$ cat src/rtl/sem_pkg.sv
package sem_pkg;
  typedef enum logic [1:0] {
    OWN_FREE  = 2'd0,
    OWN_LEFT  = 2'd1,
    OWN_RIGHT = 2'd2
  } owner_t;
endpackage

$ cat src/rtl/sem_port_dec.sv
module sem_port_dec #(
  parameter int NUM_FLAGS = 8,
  parameter int DATA_W    = 8,
  localparam int ADDR_W   = $clog2(NUM_FLAGS)
) (
  input  logic                 clk,
  input  logic                 rst_n,
  input  logic                 sem_en,
  input  logic                 mem_en,
  input  logic                 wr,
  input  logic [ADDR_W-1:0]    addr,
  input  logic [DATA_W-1:0]    wdata,
  input  logic [NUM_FLAGS-1:0] held,
  output logic [NUM_FLAGS-1:0] wr_vec,
  output logic                 wr_bit,
  output logic [DATA_W-1:0]    rdata
);
  logic acc;

  assign acc    = sem_en && !mem_en;
  assign wr_bit = wdata[0];

  always_comb begin
    wr_vec = '0;
    if (acc && wr) wr_vec[addr] = 1'b1;
  end

  always_comb begin
    rdata = '0;
    if (acc && !wr) rdata = {DATA_W{~held[addr]}};
  end

  // at most one flag strobed per side per cycle
  a_r3_one_flag: assert property (@(posedge clk) disable iff (!rst_n)
    $onehot0(wr_vec));
  // no access means no strobe reaches any flag
  a_r2_no_strobe: assert property (@(posedge clk) disable iff (!rst_n)
    (!sem_en || mem_en) |-> (wr_vec == '0));
endmodule

$ cat src/rtl/sem_flag.sv
module sem_flag
  import sem_pkg::*;
(
  input  logic clk,
  input  logic rst_n,
  input  logic wr_l,
  input  logic wd_l,
  input  logic wr_r,
  input  logic wd_r,
  output logic held_l,
  output logic held_r
);
  owner_t owner_q, owner_n, owner_mid;
  logic   req_l_q, req_r_q, req_l_n, req_r_n;
  logic   want_l, want_r, rel;

  always_comb begin
    rel    = (wr_l && wd_l && owner_q == OWN_LEFT) ||
             (wr_r && wd_r && owner_q == OWN_RIGHT);
    want_l = (req_l_q || (wr_l && !wd_l)) && !(wr_l && wd_l);
    want_r = (req_r_q || (wr_r && !wd_r)) && !(wr_r && wd_r);
    owner_mid = rel ? OWN_FREE : owner_q;
    owner_n   = owner_mid;
    if (owner_mid == OWN_FREE) begin
      if (want_l)      owner_n = OWN_LEFT;
      else if (want_r) owner_n = OWN_RIGHT;
    end
    req_l_n = want_l && (owner_n != OWN_LEFT);
    req_r_n = want_r && (owner_n != OWN_RIGHT);
  end

  always_ff @(posedge clk or negedge rst_n) begin
    if (!rst_n) begin
      owner_q <= OWN_FREE;
      req_l_q <= 1'b0;
      req_r_q <= 1'b0;
    end else begin
      owner_q <= owner_n;
      req_l_q <= req_l_n;
      req_r_q <= req_r_n;
    end
  end

  assign held_l = (owner_q == OWN_LEFT);
  assign held_r = (owner_q == OWN_RIGHT);

  // the holder never also carries a pending request
  a_r9_no_self_req: assert property (@(posedge clk) disable iff (!rst_n)
    !(held_l && req_l_q) && !(held_r && req_r_q));
  // a right claim against a left holder leaves ownership alone
  a_r6_keep_owner: assert property (@(posedge clk) disable iff (!rst_n)
    (held_l && wr_r && !wd_r && !(wr_l && wd_l)) |=> held_l);
  // release with a waiting right side hands over
  a_r7_handoff: assert property (@(posedge clk) disable iff (!rst_n)
    (held_l && wr_l && wd_l && req_r_q) |=> held_r);
  // release with nobody waiting frees the flag
  a_r8_to_free: assert property (@(posedge clk) disable iff (!rst_n)
    (held_l && wr_l && wd_l && !req_r_q && !(wr_r && !wd_r)) |=> (!held_l && !held_r));
  // simultaneous claims on a free flag favour the left side
  a_r10_left_wins: assert property (@(posedge clk) disable iff (!rst_n)
    (!held_l && !held_r && wr_l && !wd_l && wr_r && !wd_r) |=> (held_l && req_r_q));
endmodule

$ cat src/rtl/sem_bank.sv
module sem_bank #(
  parameter int NUM_FLAGS = 8,
  parameter int DATA_W    = 8,
  localparam int ADDR_W   = $clog2(NUM_FLAGS)
) (
  input  logic              clk,
  input  logic              rst_n,
  input  logic              l_sem_en,
  input  logic              l_mem_en,
  input  logic              l_wr,
  input  logic [ADDR_W-1:0] l_addr,
  input  logic [DATA_W-1:0] l_wdata,
  output logic [DATA_W-1:0] l_rdata,
  input  logic              r_sem_en,
  input  logic              r_mem_en,
  input  logic              r_wr,
  input  logic [ADDR_W-1:0] r_addr,
  input  logic [DATA_W-1:0] r_wdata,
  output logic [DATA_W-1:0] r_rdata
);
  logic [NUM_FLAGS-1:0] wv_l, wv_r, held_l, held_r;
  logic                 wb_l, wb_r;

  sem_port_dec #(.NUM_FLAGS(NUM_FLAGS), .DATA_W(DATA_W)) u_dec_l (
    .clk(clk), .rst_n(rst_n), .sem_en(l_sem_en), .mem_en(l_mem_en),
    .wr(l_wr), .addr(l_addr), .wdata(l_wdata), .held(held_l),
    .wr_vec(wv_l), .wr_bit(wb_l), .rdata(l_rdata));

  sem_port_dec #(.NUM_FLAGS(NUM_FLAGS), .DATA_W(DATA_W)) u_dec_r (
    .clk(clk), .rst_n(rst_n), .sem_en(r_sem_en), .mem_en(r_mem_en),
    .wr(r_wr), .addr(r_addr), .wdata(r_wdata), .held(held_r),
    .wr_vec(wv_r), .wr_bit(wb_r), .rdata(r_rdata));

  for (genvar g = 0; g < NUM_FLAGS; g++) begin : g_flag
    sem_flag u_flag (
      .clk(clk), .rst_n(rst_n),
      .wr_l(wv_l[g]), .wd_l(wb_l), .wr_r(wv_r[g]), .wd_r(wb_r),
      .held_l(held_l[g]), .held_r(held_r[g]));
  end

  // a token is never held by both sides at once
  a_r5_exclusive: assert property (@(posedge clk) disable iff (!rst_n)
    (held_l & held_r) == '0);
  // read data is all zeros or all ones
  a_r4_replicated: assert property (@(posedge clk) disable iff (!rst_n)
    (l_rdata == '0 || l_rdata == '1) && (r_rdata == '0 || r_rdata == '1));
endmodule

$ cat config.mk
export PLATFORM = sky130hd
export DESIGN_NAME = sem_bank
export DESIGN_NICKNAME = d
export VERILOG_FILES = /design/src/rtl/sem_pkg.sv /design/src/rtl/sem_port_dec.sv /design/src/rtl/sem_flag.sv /design/src/rtl/sem_bank.sv
export SDC_FILE = /design/constraint.sdc
export NUM_CORES = 1
export LEC_CHECK = 0
export CAP_MARGIN = 30
export CORE_MARGIN = 3
export CORE_UTILIZATION = 49
export DETAILED_ROUTE_END_ITERATION = 10
export DONT_BUFFER_PORTS = 1
export GPL_TIMING_DRIVEN = 0
export PLACE_DENSITY = 0.66
export SYNTH_ARGS = -nofsm -noshare
export SYNTH_HDL_FRONTEND = slang
export SYNTH_SLANG_ARGS = --single-unit
$ cat constraint.sdc
create_clock -name clk -period 2.36 [get_ports clk]
set_clock_uncertainty 0.1 [all_clocks]
set_input_delay 0.236 -clock clk [delete_from_list [all_inputs] [get_ports clk]]
set_output_delay 0.236 -clock clk [all_outputs]
set_load 0.02 [all_outputs]
### Word-level counts from Yosys, hierarchy flattened

Cells that the tools add are included.

| word-level totals | value |
|---|---|
| register bits after elaboration | 32 |
| input bits | 30 |
| logic and storage cells | 248 |

| operators by class | value |
|---|---|
| magnitude comparators | 4 |
| equality and inequality tests | 32 |
| mux-type cells | 44 |
| bitwise operators | 2 |
| reductions and logical operators | 142 |

Operators with widths:

| kind | number |
|---|---|
| 1-bit logical AND | 88 |
| 2-bit two-way mux | 32 |
| 8-bit two-way mux | 4 |
| 1-bit logical OR | 24 |
| 1-bit logical NOT | 22 |
| 2-bit by 1-bit == test with 1-bit output (second input constant) | 8 |
| 2-bit == test (second input constant) | 8 |
| 2-bit logical NOT | 8 |
| 2-bit by 1-bit != test with 1-bit output (second input constant) | 8 |
| 2-bit != test (second input constant) | 8 |
| 3-bit by 4-bit < comparator with 1-bit output (second input constant) | 2 |
| 1-bit binary-select mux with 3-bit select | 2 |
| 1-bit demux with 3-bit select | 2 |
| 3-bit by 1-bit >= comparator with 1-bit output (second input constant) | 2 |
| 1-bit two-way mux | 4 |
| 1-bit inverter | 2 |

### Depth between registers and ports, before layout

Gate-level depths: netlist of the first run.

| depth | value |
|---|---|
| depth after elaboration | 14 |
| gate-level depth with buffers | 6 |

### Modules after synthesis

Synthesis of the first run repeated with hierarchy kept, for this count alone.

| unflattened totals | value |
|---|---|
| cells, all modules | 224 |
| area, all modules | 2,147.1 sq um |

By module, submodules not included:

| module | instances | cells each | area an instance (sq um) | sequential area each (sq um) |
|---|---|---|---|---|
| sem_flag | 8 | 20 | 214.0 | 100.1 |
| sem_port_dec | 2 | 32 | 217.7 | 0.0 |

### Least setup slack after synthesis of the first run

No wires, ideal clock.

| timing | value |
|---|---|
| path type | input to output |
| from | input port r_mem_en |
| to | output port r_rdata[1] |
| arrival | 2.719 ns |
| required time | 2.024 ns |
| setup slack | -0.695 ns |
| cell stages on the path | 3 |
| path buffers | 1 |
| path through | or4b_2 o311ai_0 buf_4 |

| on the way | value |
|---|---|
| cells in the longest elaborated chain, start to end | 4 |

Ends and longest elaborated chain:

| item | RTL line | text |
|---|---|---|
| start, declared | sem_bank.sv:15 | `input logic r_mem_en,` |
| 1-bit logical NOT | sem_port_dec.sv:20 | `assign acc = sem_en && !mem_en;` |
| 1-bit logical AND | sem_port_dec.sv:20 |  |
| 1-bit logical AND | sem_port_dec.sv:30 | `if (acc && !wr) rdata = {DATA_W{~held[addr]}};` |
| 8-bit two-way mux | sem_port_dec.sv:30 |  |
| end, declared | sem_bank.sv:19 | `output logic [DATA_W-1:0] r_rdata` |

No other way between the ends.

### Final worst setup path of the first run

| timing | value |
|---|---|
| from | register g_flag[6].u_flag.owner_q[1] |
| to | output port l_rdata[1] |

| on the way | value |
|---|---|
| cells in the longest elaborated chain, start to end | 5 |

Ends and longest elaborated chain:

| item | RTL line | text |
|---|---|---|
| start, declared | sem_flag.sv:13 | `owner_t owner_q, owner_n, owner_mid;` |
| start signal, assigned | sem_flag.sv:38 | `owner_q <= owner_n;` |
| 2-bit by 1-bit == test with 1-bit output | sem_flag.sv:44 | `assign held_l = (owner_q == OWN_LEFT);` |
| 1-bit binary-select mux with 3-bit select | sem_port_dec.sv:30 |  |
| 1-bit two-way mux (implied by the code) | sem_port_dec.sv:30 |  |
| 1-bit inverter | sem_port_dec.sv:30 |  |
| 8-bit two-way mux | sem_port_dec.sv:30 |  |
| end, declared | sem_bank.sv:13 | `output logic [DATA_W-1:0] l_rdata,` |

No other way between the ends. The select of a mux whose other input is x is not followed.

==> impl_metrics.yaml, run 1 <==
placed_design:
  placed_cell_area_um2: 2112
  numPortBuffers: 0
  placed_cells: 262
  gp_congestion: 0.9180
  dp_hpwl_um: 3753
power_and_ir_drop:
  p_sw_share_pct: 34.09
  p_sw_mw: 0.5412
  ir_drop_uv: 470.1
  internal_power_mw: 1.047
  power_mw: 1.588
  clockPowerShare_pct: 23.1
  p_leak_nw: 0.9214
  pwr-share-comb_pct: 26.9
  power.density_nw_per_um2: 714.9
  p_seq_share_pct: 50.0
logic_synthesis:
  synth_top_flop_cell: "dfrtp_1"
  yosysSeqAreaShare_pct: 39.36
  synth_seq_cells: 32
  synth_top_area_share_pct: 39.36
  synth.avg_cell_area_um2: 9.596
  yosysWarnings: 0
  ys_top_cells_by_count: "dfrtp_1, nor2_1, nand2_1"
  synth_edf_count: 0
  synth_area_leader_cell: "dfrtp_1"
  async_flop_share_pct: 100.0
  netlist_area_um2: 2034
  synthMostInstantiatedCell: "dfrtp_1"
  syn_inst: 212
  synth.distinct_cells: 57
  yosys-top-cells-area: "dfrtp_1, buf_4, nor2_1"
  syn_nets: 242
layout:
  antenna_cells: 0
  synthToLayoutAreaGrowth_pct: 9.164
  layout-drive-gt1-share_pct: 17.19
  final_util_pct: 58.04
  fin_nets: 253
  fin_area_um2: 2221
  final_cells: 269
  n_fill_cell: 337
timing:
  period_share_pct: 94.19
  tightest_slew_ns: 0.6299
  fin_crit_ns: 2.223
  rsz0062_at_grt: "false"
  slew_viol_final: 0
  timing.fmax_mhz: 449.9
  relSlewSlack_pct: 57.46
  finalSetupViolCount: 0
  hold_viol_final: 0
  setup_tns_ns: 0
critical_path:
  crit_start: "g_flag[6].u_flag.owner_q[1]$_DFF_PN0_"
  crit_type: "register to output pin"
  r2r_end: "g_flag[1].u_flag.req_r_q$_DFF_PN0_"
  cp_slowest_stage_delay_ns: 0.46
  crit_required_ns: 2.02
  slowest_stage: "dfrtp_1"
  crit_chain: "and3b_1 -> o21ai_0 -> a21oi_1 -> nor3_1 -> buf_2 -> buf_4"
  r2r_slack_ns: 0.73
  crit_end: "l_rdata[1]"
  rr_worst_depth: 3
  worstPathArrival_ns: 1.89
  end_kind: "output pin"
  path_max_fanout: 7
  critPathLaunchType: "register"
  reg2reg_from: "g_flag[1].u_flag.owner_q[0]$_DFF_PN0_"
floorplan:
  die_width_um: 70.44
  core-area_um2: 3826
  rows: 22
  dieArea_um2: 4961
  pin_count: 46
  die_height_um: 70.44
  start_util_pct: 53.17
cts:
  post_cts_buffers: 0
  root_buffer: "clkbuf_8"
  clk_path_buf_depth: 2
  cts_tree: "built"
  cts_buffers: 5
  clkLatencyLatePin_ns: 0.28
  h-tree-depth: 2
  clkTransAtPathRegs_ns: 0.06
  clkSinkCount: 32
route:
  wirelength_um: 5079
  wl_per_cell_um: 18.88
  vias_per_cell: 6.465
  firstDrtPassIters: 4
  drc: 0
  ant_nets: 0
  dr_total_vias: 1739
  dr.first_iter.drc_count: 95
global_routing:
  use_met3_pct: 5.324
  grt_overflow: 0
  grt_pass1_vias: 1689
  grt.total_usage_pct: 21.29
  use_met1_pct: 26.27
  grt_pass1_wl_um: 8342
  grt_max_degree: 33
  grt.busiest_layer: "met2"
  antenna_found_initial: 0
  grt_use_met2_pct: 35.45
status:
  status: "completed"
min_path:
  hold_class: "input port to register"
flow_run:
  drv_cap: 0
==> what timing repair did <==
| item | in CTS | in global routing |
|---|---|---|
| setup endpoints to repair | 0 | 7 |
| hold buffers | 2 | 0 |
| endpoints found under the hold margin | 32 | 0 |
| gates resized for setup | 0 | 2 |
==> cell families after synthesis <==
logic type | after synthesis | synth area share, %
muxes | 5 | 2.460
AOI/OAI and AO/OA | 69 | 27.80
buffers and inverters | 27 | 7.687
and+or+nand+nor | 79 | 22.69
DFF | 32 | 39.36
==> critical path: cells and delay by family (launching register included) <==
kind / cells / cell delay [ns]
compound gates: 2 / 0.27
buf+inv: 2 / 0.39
flops: 1 / 0.46
simple gates: 2 / 0.49
==> flip-flops by register name (all words and copies together) (netlist names) <==
| register | cells |
|---|---|
| g_flag.u_flag.owner_q | 16 |
| g_flag.u_flag.req_l_q | 8 |
| g_flag.u_flag.req_r_q | 8 |
==> cell usage in the layout, fill, tap and decap left out, types with 3 or more instances in the layout <==
cell type and n:
buf_4 14, inv_1 6, nor3_1 4, o21ai_0 10, o41ai_1 7, a21boi_0 3
o31a_1 4, nor3b_1 3, nand3_1 5, clkbuf_8 5, nand2_1 16, nand4bb_1 3
buf_2 4, mux2i_1 5, o31ai_1 5, o21ai_1 4, clkbuf_1 4, a21oi_1 5
dfrtp_1 32, nor2_1 18, nand2b_1 5, nand4b_1 5, o221ai_1 3
==> layout make-up <==
type / count / area (µm²) / share of cell area, %
buffer: 20 / 130.1 / 5.859
clock buffer: 5 / 68.82 / 3.099
inverter: 7 / 26.28 / 1.183
multi-input combinational: 153 / 1095 / 49.30
sequential: 32 / 800.8 / 36.06
tap: 48 / 60.06 / 2.704
timing repair buffer: 4 / 40.04 / 1.803
==> layer usage <==
metal | wire length [µm] | vias up
li1 | - | 819
met1 | 2178 | 848
met2 | 2484 | 60
met3 | 311 | 12
met4 | 105 | 0
met5 | 0 | -
==> power groups by stage <==
stage / clock network [mW] / logic, mW / registers (mW)
global route: 0.399 / 0.477 / 0.811
CTS: 0.378 / 0.424 / 0.787
finish: 0.367 / 0.427 / 0.794
detailed placement: 0 / 0.405 / 0.796
global placement: 0 / 0.389 / 0.790
floorplan: 0 / 0.345 / 0.759
==> how the worst min path moves through the flow <==
stage	start	cells past startpoint	slack, ns	to
final	r_addr[2]	2	0.03	g_flag[0].u_flag.owner_q[1]$_DFF_PN0_
after global routing	r_addr[2]	2	0.03	g_flag[0].u_flag.owner_q[1]$_DFF_PN0_
after CTS	r_addr[2]	2	0.02	g_flag[0].u_flag.owner_q[1]$_DFF_PN0_
after detailed placement	rst_n	0	-0.16	g_flag[4].u_flag.owner_q[0]$_DFF_PN0_
after global placement	rst_n	0	-0.16	g_flag[4].u_flag.owner_q[0]$_DFF_PN0_
after floorplan	rst_n	0	-0.16	g_flag[0].u_flag.owner_q[0]$_DFF_PN0_
==> stage by stage <==
stage	worst slack, ns	hold slack [ns]
floorplan	0.06303	-0.1596
global placement	-0.2334	-0.1587
detailed placement	0.01154	-0.1586
CTS	0.01153	0.01930
global route	0.05167	0.02969
finish	0.1371	0.02921
No activity file was read; power rests on OpenSTA's default activity.
==> inputs of run 2 (changes only) <==
Settings changed: CORE_MARGIN 3 to 8, CORE_UTILIZATION 49 to 50, PLACE_DENSITY 0.66 to 0.68.
==> run 2 against run 1 <==
Power grew 4.1%. Routed wire length is 2.7% higher. Final cell count rose by 1.9%. Utilization fell by 1.3 points. Combinational power up 1%. Critical path depth decreased by 1. Hold slack better by 0.010 ns. Global-route usage is 4.4 points lower. Clock power up 16%. Critical path type unchanged. Highest routed layer unchanged.
==> impl_metrics.yaml, run 2 (synthesis gave the netlist of run 1 again) <==
cts:
  clkLatencyLatePin_ns: 0.28
  cts_buffers: 5
  h-tree-depth: 2
  clk_path_buf_depth: 2
  cts_tree: "built"
  clkTransAtPathRegs_ns: 0.06
  root_buffer: "clkbuf_8"
  clkSinkCount: 32
layout:
  reg_top3: "g_flag.u_flag.owner_q x16, g_flag.u_flag.req_l_q x8, g_flag.u_flag.req_r_q x8"
  layout_commonest_cell: "dfrtp_1"
  synthToLayoutAreaGrowth_pct: 10.82
  largest_reg_flops: 16
  antenna_cells: 0
  layout-drive-gt1-share_pct: 17.86
  layout.area.seq_um2: 800.8
  fin_area_um2: 2255
  fin_nets: 253
  final_util_pct: 56.77
  n_fill_cell: 344
  largest_register: "g_flag.u_flag.owner_q"
  final_cell_mix: "dfrtp_1, nor2_1, nand2_1, buf_4, o21ai_0"
  multi_input_area_um2: 1100
timing:
  holdWs_ns: 0.03926
  hold_viol_final: 0
  fin_crit_ns: 2.279
  finalWorstSetupSlack_ns: 0.08091
  finalSetupViolCount: 0
  tightest_slew_ns: 0.6142
  period_share_pct: 96.57
  rsz0062_at_grt: "false"
  slew_viol_final: 0
  timing.fmax_mhz: 438.8
  relSlewSlack_pct: 58.52
placed_design:
  placed_cell_area_um2: 2120
  pre_cts_ws_ns: 0.004420
  numPortBuffers: 0
  gp_congestion: 0.9035
  dp_hpwl_um: 3988
floorplan:
  pin_count: 46
  rows: 23
  core-area_um2: 3971
  die_height_um: 79.79
  die_width_um: 79.79
  dieArea_um2: 6366
  start_util_pct: 51.23
critical_path:
  path_delay_family: "compound AO/OA/AOI/OAI gates"
  crit_type: "register to output pin"
  rr_worst_depth: 3
  critPathLaunchType: "register"
  reg2reg_from: "g_flag[2].u_flag.owner_q[0]$_DFF_PN0_"
  path_max_fanout: 8
  slowest_stage: "dfrtp_1"
  cp_slowest_stage_delay_ns: 0.42
  crit_required_ns: 2.02
  critPathBufInv: 2
  r2r_end: "g_flag[2].u_flag.req_r_q$_DFF_PN0_"
  worstPathArrival_ns: 1.94
  r2r_slack_ns: 0.79
  crit_chain: "inv_1 -> o311a_1 -> o21ai_0 -> o311ai_4 -> buf_4"
  end_kind: "output pin"
min_path:
  hp-start: "r_addr[2]"
  whs_endpoint: "g_flag[0].u_flag.owner_q[1]$_DFF_PN0_"
  hold_path_depth: 2
  hold_class: "input port to register"
power_and_ir_drop:
  power_mw: 1.654
  ir_drop_uv: 281.8
  p_leak_nw: 0.9349
  power.density_nw_per_um2: 733.4
route:
  wl_per_cell_um: 19.03
  ant_nets: 0
  dr_total_vias: 1759
  firstDrtPassIters: 5
  vias_per_cell: 6.420
  drc: 0
  wirelength_um: 5214
  dr.first_iter.drc_count: 136
global_routing:
  grt.total_usage_pct: 16.94
  grt_pass1_vias: 1747
  grt_pass1_wl_um: 8604
  grt_max_degree: 33
  grt_overflow: 0
  antenna_found_initial: 0
flow_run:
  drv_cap: 0
status:
  status: "completed"
run 2: changes by cell type in the layout (fill, tap and decap cells not counted), sizes merged:
cell,delta
clkbuf,+3
run 2: worst max path at each step:
| stage | cells past startpoint | endpoint | from | slack [ns] |
|---|---|---|---|---|
| global route | 5 | r_rdata[1] | g_flag[7].u_flag.owner_q[1]$_DFF_PN0_ | 0.03 |
| finish | 5 | r_rdata[6] | g_flag[7].u_flag.owner_q[1]$_DFF_PN0_ | 0.08 |
| CTS | 3 | r_rdata[5] | r_mem_en | 0.004 |
| floorplan | 6 | l_rdata[1] | l_addr[0] | 0.06 |
| global placement | 6 | l_rdata[1] | l_addr[1] | -0.33 |
| detailed placement | 3 | r_rdata[5] | r_mem_en | 0.004 |
run 2: layout make-up:
type / count / share of cell area, %
Timing Repair Buffer: 4 / 1.998
Inverter: 7 / 1.165
Multi-Input combinational cell: 153 / 48.78
Tap cell: 50 / 2.775
Buffer: 20 / 5.771
Clock buffer: 8 / 3.996
Sequential cell: 32 / 35.52
run 2: routing by layer:
layer	wire [µm]	GRT usage [%]	vias to the layer above
met5	0	0	-
met4	40	4.727	0
met3	411	4.842	7
met2	2601	28.12	62
met1	2160	20.86	860
li1	-	-	830
run 2: power by group:
part	leakage [nW]	switching, mW	internal (mW)	total (mW)
clock network	0.0455	0.190	0.237	0.427
registers	0.422	0.144	0.650	0.795
logic	0.468	0.224	0.208	0.432
total	0.935	0.558	1.10	1.65
run 2: per-stage QoR:
stage / std cells / TNS [ns]
CTS: 274 / 0
detailed placement: 264 / 0
floorplan: 212 / 0
global route: 274 / 0
finish: 274 / 0
global placement: 262 / -2.315
run 2: timing repair:
action / CTS / global route
endpoints found under the hold margin: 32 / 0
hold buffers: 2 / 0
buffers inserted: 0 / 0
setup endpoints to repair: 0 / 14
resized for setup: 0 / 2
==> inputs of run 3 (changes only) <==
Settings changed: PLACE_DENSITY 0.68 to unset, PLACE_DENSITY_LB_ADDON set to 0.25.
==> run 3 against run 2 <==
Global-route usage increased by 0.33 points. First-iteration DRC count increased by 37%. Sequential power about the same. Sequential share of layout area about the same. Clock-buffer cell count decreased by 2. Flip-flop and latch count unchanged. Non-clock buffer count unchanged. Critical path type unchanged. Largest cell class unchanged. Highest routed layer unchanged.
==> impl_metrics.yaml, run 3 (synthesis gave the netlist of run 1 again) <==
cts:
  cts_buffers: 5
  clk_path_buf_depth: 2
  root_buffer: "clkbuf_8"
  clkTransAtPathRegs_ns: 0.07
  h-tree-depth: 2
  clkSinkCount: 32
  clkLatencyLatePin_ns: 0.29
  cts_tree: "built"
layout:
  largest_reg_flops: 16
  layout-drive-gt1-share_pct: 18.75
  n_fill_cell: 371
  antenna_cells: 0
  synthToLayoutAreaGrowth_pct: 10.95
  fin_nets: 253
  layout_commonest_cell: "dfrtp_1"
  reg_top3: "g_flag.u_flag.owner_q x16, g_flag.u_flag.req_l_q x8, g_flag.u_flag.req_r_q x8"
  multi_input_area_um2: 1100
  largest_register: "g_flag.u_flag.owner_q"
  final_cell_mix: "dfrtp_1, nor2_1, nand2_1"
  layout.area.seq_um2: 800.8
placed_design:
  numPortBuffers: 0
  dp_hpwl_um: 3881
  gp_congestion: 0.8641
timing:
  tightest_slew_ns: 0.5661
  slew_viol_final: 0
  setup_tns_ns: 0
  timing.fmax_mhz: 446.7
  finalSetupViolCount: 0
  relSlewSlack_pct: 61.76
  rsz0062_at_grt: "false"
  fin_crit_ns: 2.239
  period_share_pct: 94.87
  hold_viol_final: 0
flow_run:
  drv_cap: 0
route:
  dr_total_vias: 1753
  firstDrtPassIters: 4
  ant_nets: 0
  vias_per_cell: 6.398
  wl_per_cell_um: 18.97
  drc: 0
  wirelength_um: 5199
  dr.first_iter.drc_count: 186
critical_path:
  end_kind: "output pin"
  critPathLaunchType: "register"
  cp_slowest_stage_delay_ns: 0.45
  crit_type: "register to output pin"
  slowest_stage: "dfrtp_1"
  path_delay_family: "flip-flops"
  critPathBufInv: 2
  path_max_fanout: 5
  crit_required_ns: 2.02
  worstPathArrival_ns: 1.90
  crit_chain: "and3b_1 -> o21ai_0 -> a21oi_1 -> nor3_2 -> clkbuf_4 -> buf_4"
global_routing:
  grt_overflow: 0
  antenna_found_initial: 0
  grt_pass1_vias: 1592
  grt_pass1_wl_um: 8535
  grt_max_degree: 33
  grt.total_usage_pct: 17.26
power_and_ir_drop:
  power_mw: 1.670
  power.density_nw_per_um2: 739.9
  ir_drop_uv: 529.4
  p_leak_nw: 0.9358
floorplan:
  core-area_um2: 3971
  start_util_pct: 51.23
  die_height_um: 79.79
  pin_count: 46
  rows: 23
  dieArea_um2: 6366
  die_width_um: 79.79
status:
  status: "completed"
min_path:
  hold_class: "input port to register"
==> run 3: worst register-to-register path: cells and delay by family, from the launching register on <==
kind / cells / cell delay [ns]
AO/OA/AOI/OAI: 2 / 0.77
flip-flops: 1 / 0.42
AND/OR/NAND/NOR: 1 / 0.26
==> run 3: layout make-up <==
type	count	area share (%)
multi-input combinational	153	48.72
sequential	32	35.48
buffer	20	5.765
clock buffer	6	3.659
tap	50	2.772
timing repair buffer	4	1.996
inverter	7	1.164
clock inverter	2	0.4435
==> run 3: routing by layer <==
| metal | vias to the layer above | global-route usage (%) | wire (µm) |
|---|---|---|---|
| met2 | 51 | 25.18 | 2450 |
| met5 | - | 0 | 0 |
| met3 | 8 | 5.518 | 422 |
| met1 | 868 | 23.07 | 2243 |
| li1 | 826 | - | - |
| met4 | 0 | 6.727 | 81 |
==> run 3: final timing paths <==
kind / startpoint / end / slack [ns] / depth (start not counted)
hold / removal: r_addr[2] / g_flag[0].u_flag.owner_q[1]$_DFF_PN0_ / 0.02 / 2
setup / recovery: g_flag[6].u_flag.owner_q[1]$_DFF_PN0_ / l_rdata[5] / 0.12 / 6
setup reg to reg: g_flag[5].u_flag.owner_q[0]$_DFF_PN0_ / g_flag[5].u_flag.req_r_q$_DFF_PN0_ / 0.74 / 3
min in group asynchronous: rst_n / g_flag[4].u_flag.req_r_q$_DFF_PN0_ / 0.28 / 2
max in group asynchronous: rst_n / g_flag[1].u_flag.owner_q[1]$_DFF_PN0_ / 1.70 / 2
hold reg to reg: g_flag[4].u_flag.req_r_q$_DFF_PN0_ / g_flag[4].u_flag.req_r_q$_DFF_PN0_ / 0.45 / 2
==> run 3: where the power goes <==
group / total, mW / internal, mW / leakage [nW] / switching [mW]
Clock: 0.444 / 0.232 / 0.0510 / 0.211
Sequential: 0.794 / 0.650 / 0.422 / 0.144
Combinational: 0.432 / 0.208 / 0.463 / 0.225
Total: 1.67 / 1.09 / 0.936 / 0.580
==> run 3: what timing repair did <==
action | in CTS | in global routing
buffers inserted | 0 | 1
pin swaps | 0 | 1
hold buffers | 2 | 0
resized for setup | 1 | 3
endpoints found under the setup margin | 4 | 11
endpoints found under the hold margin | 32 | 0
==> run 3: per-stage QoR <==
step / setup slack (ns) / util, % / std cells / area (µm²) / hold slack, ns
after global routing: 0.009402 / 56.84 / 274 / 2257 / 0.02003
after global placement: -0.2971 / 52.99 / 262 / 2105 / -0.1586
after CTS: 0.009498 / 56.33 / 273 / 2237 / 0.01668
after floorplan: 0.06303 / - / 212 / 2042 / -0.1596
after detailed placement: 0.03969 / 53.12 / 263 / 2110 / -0.1585
final: 0.1211 / 56.84 / 274 / 2257 / 0.01837
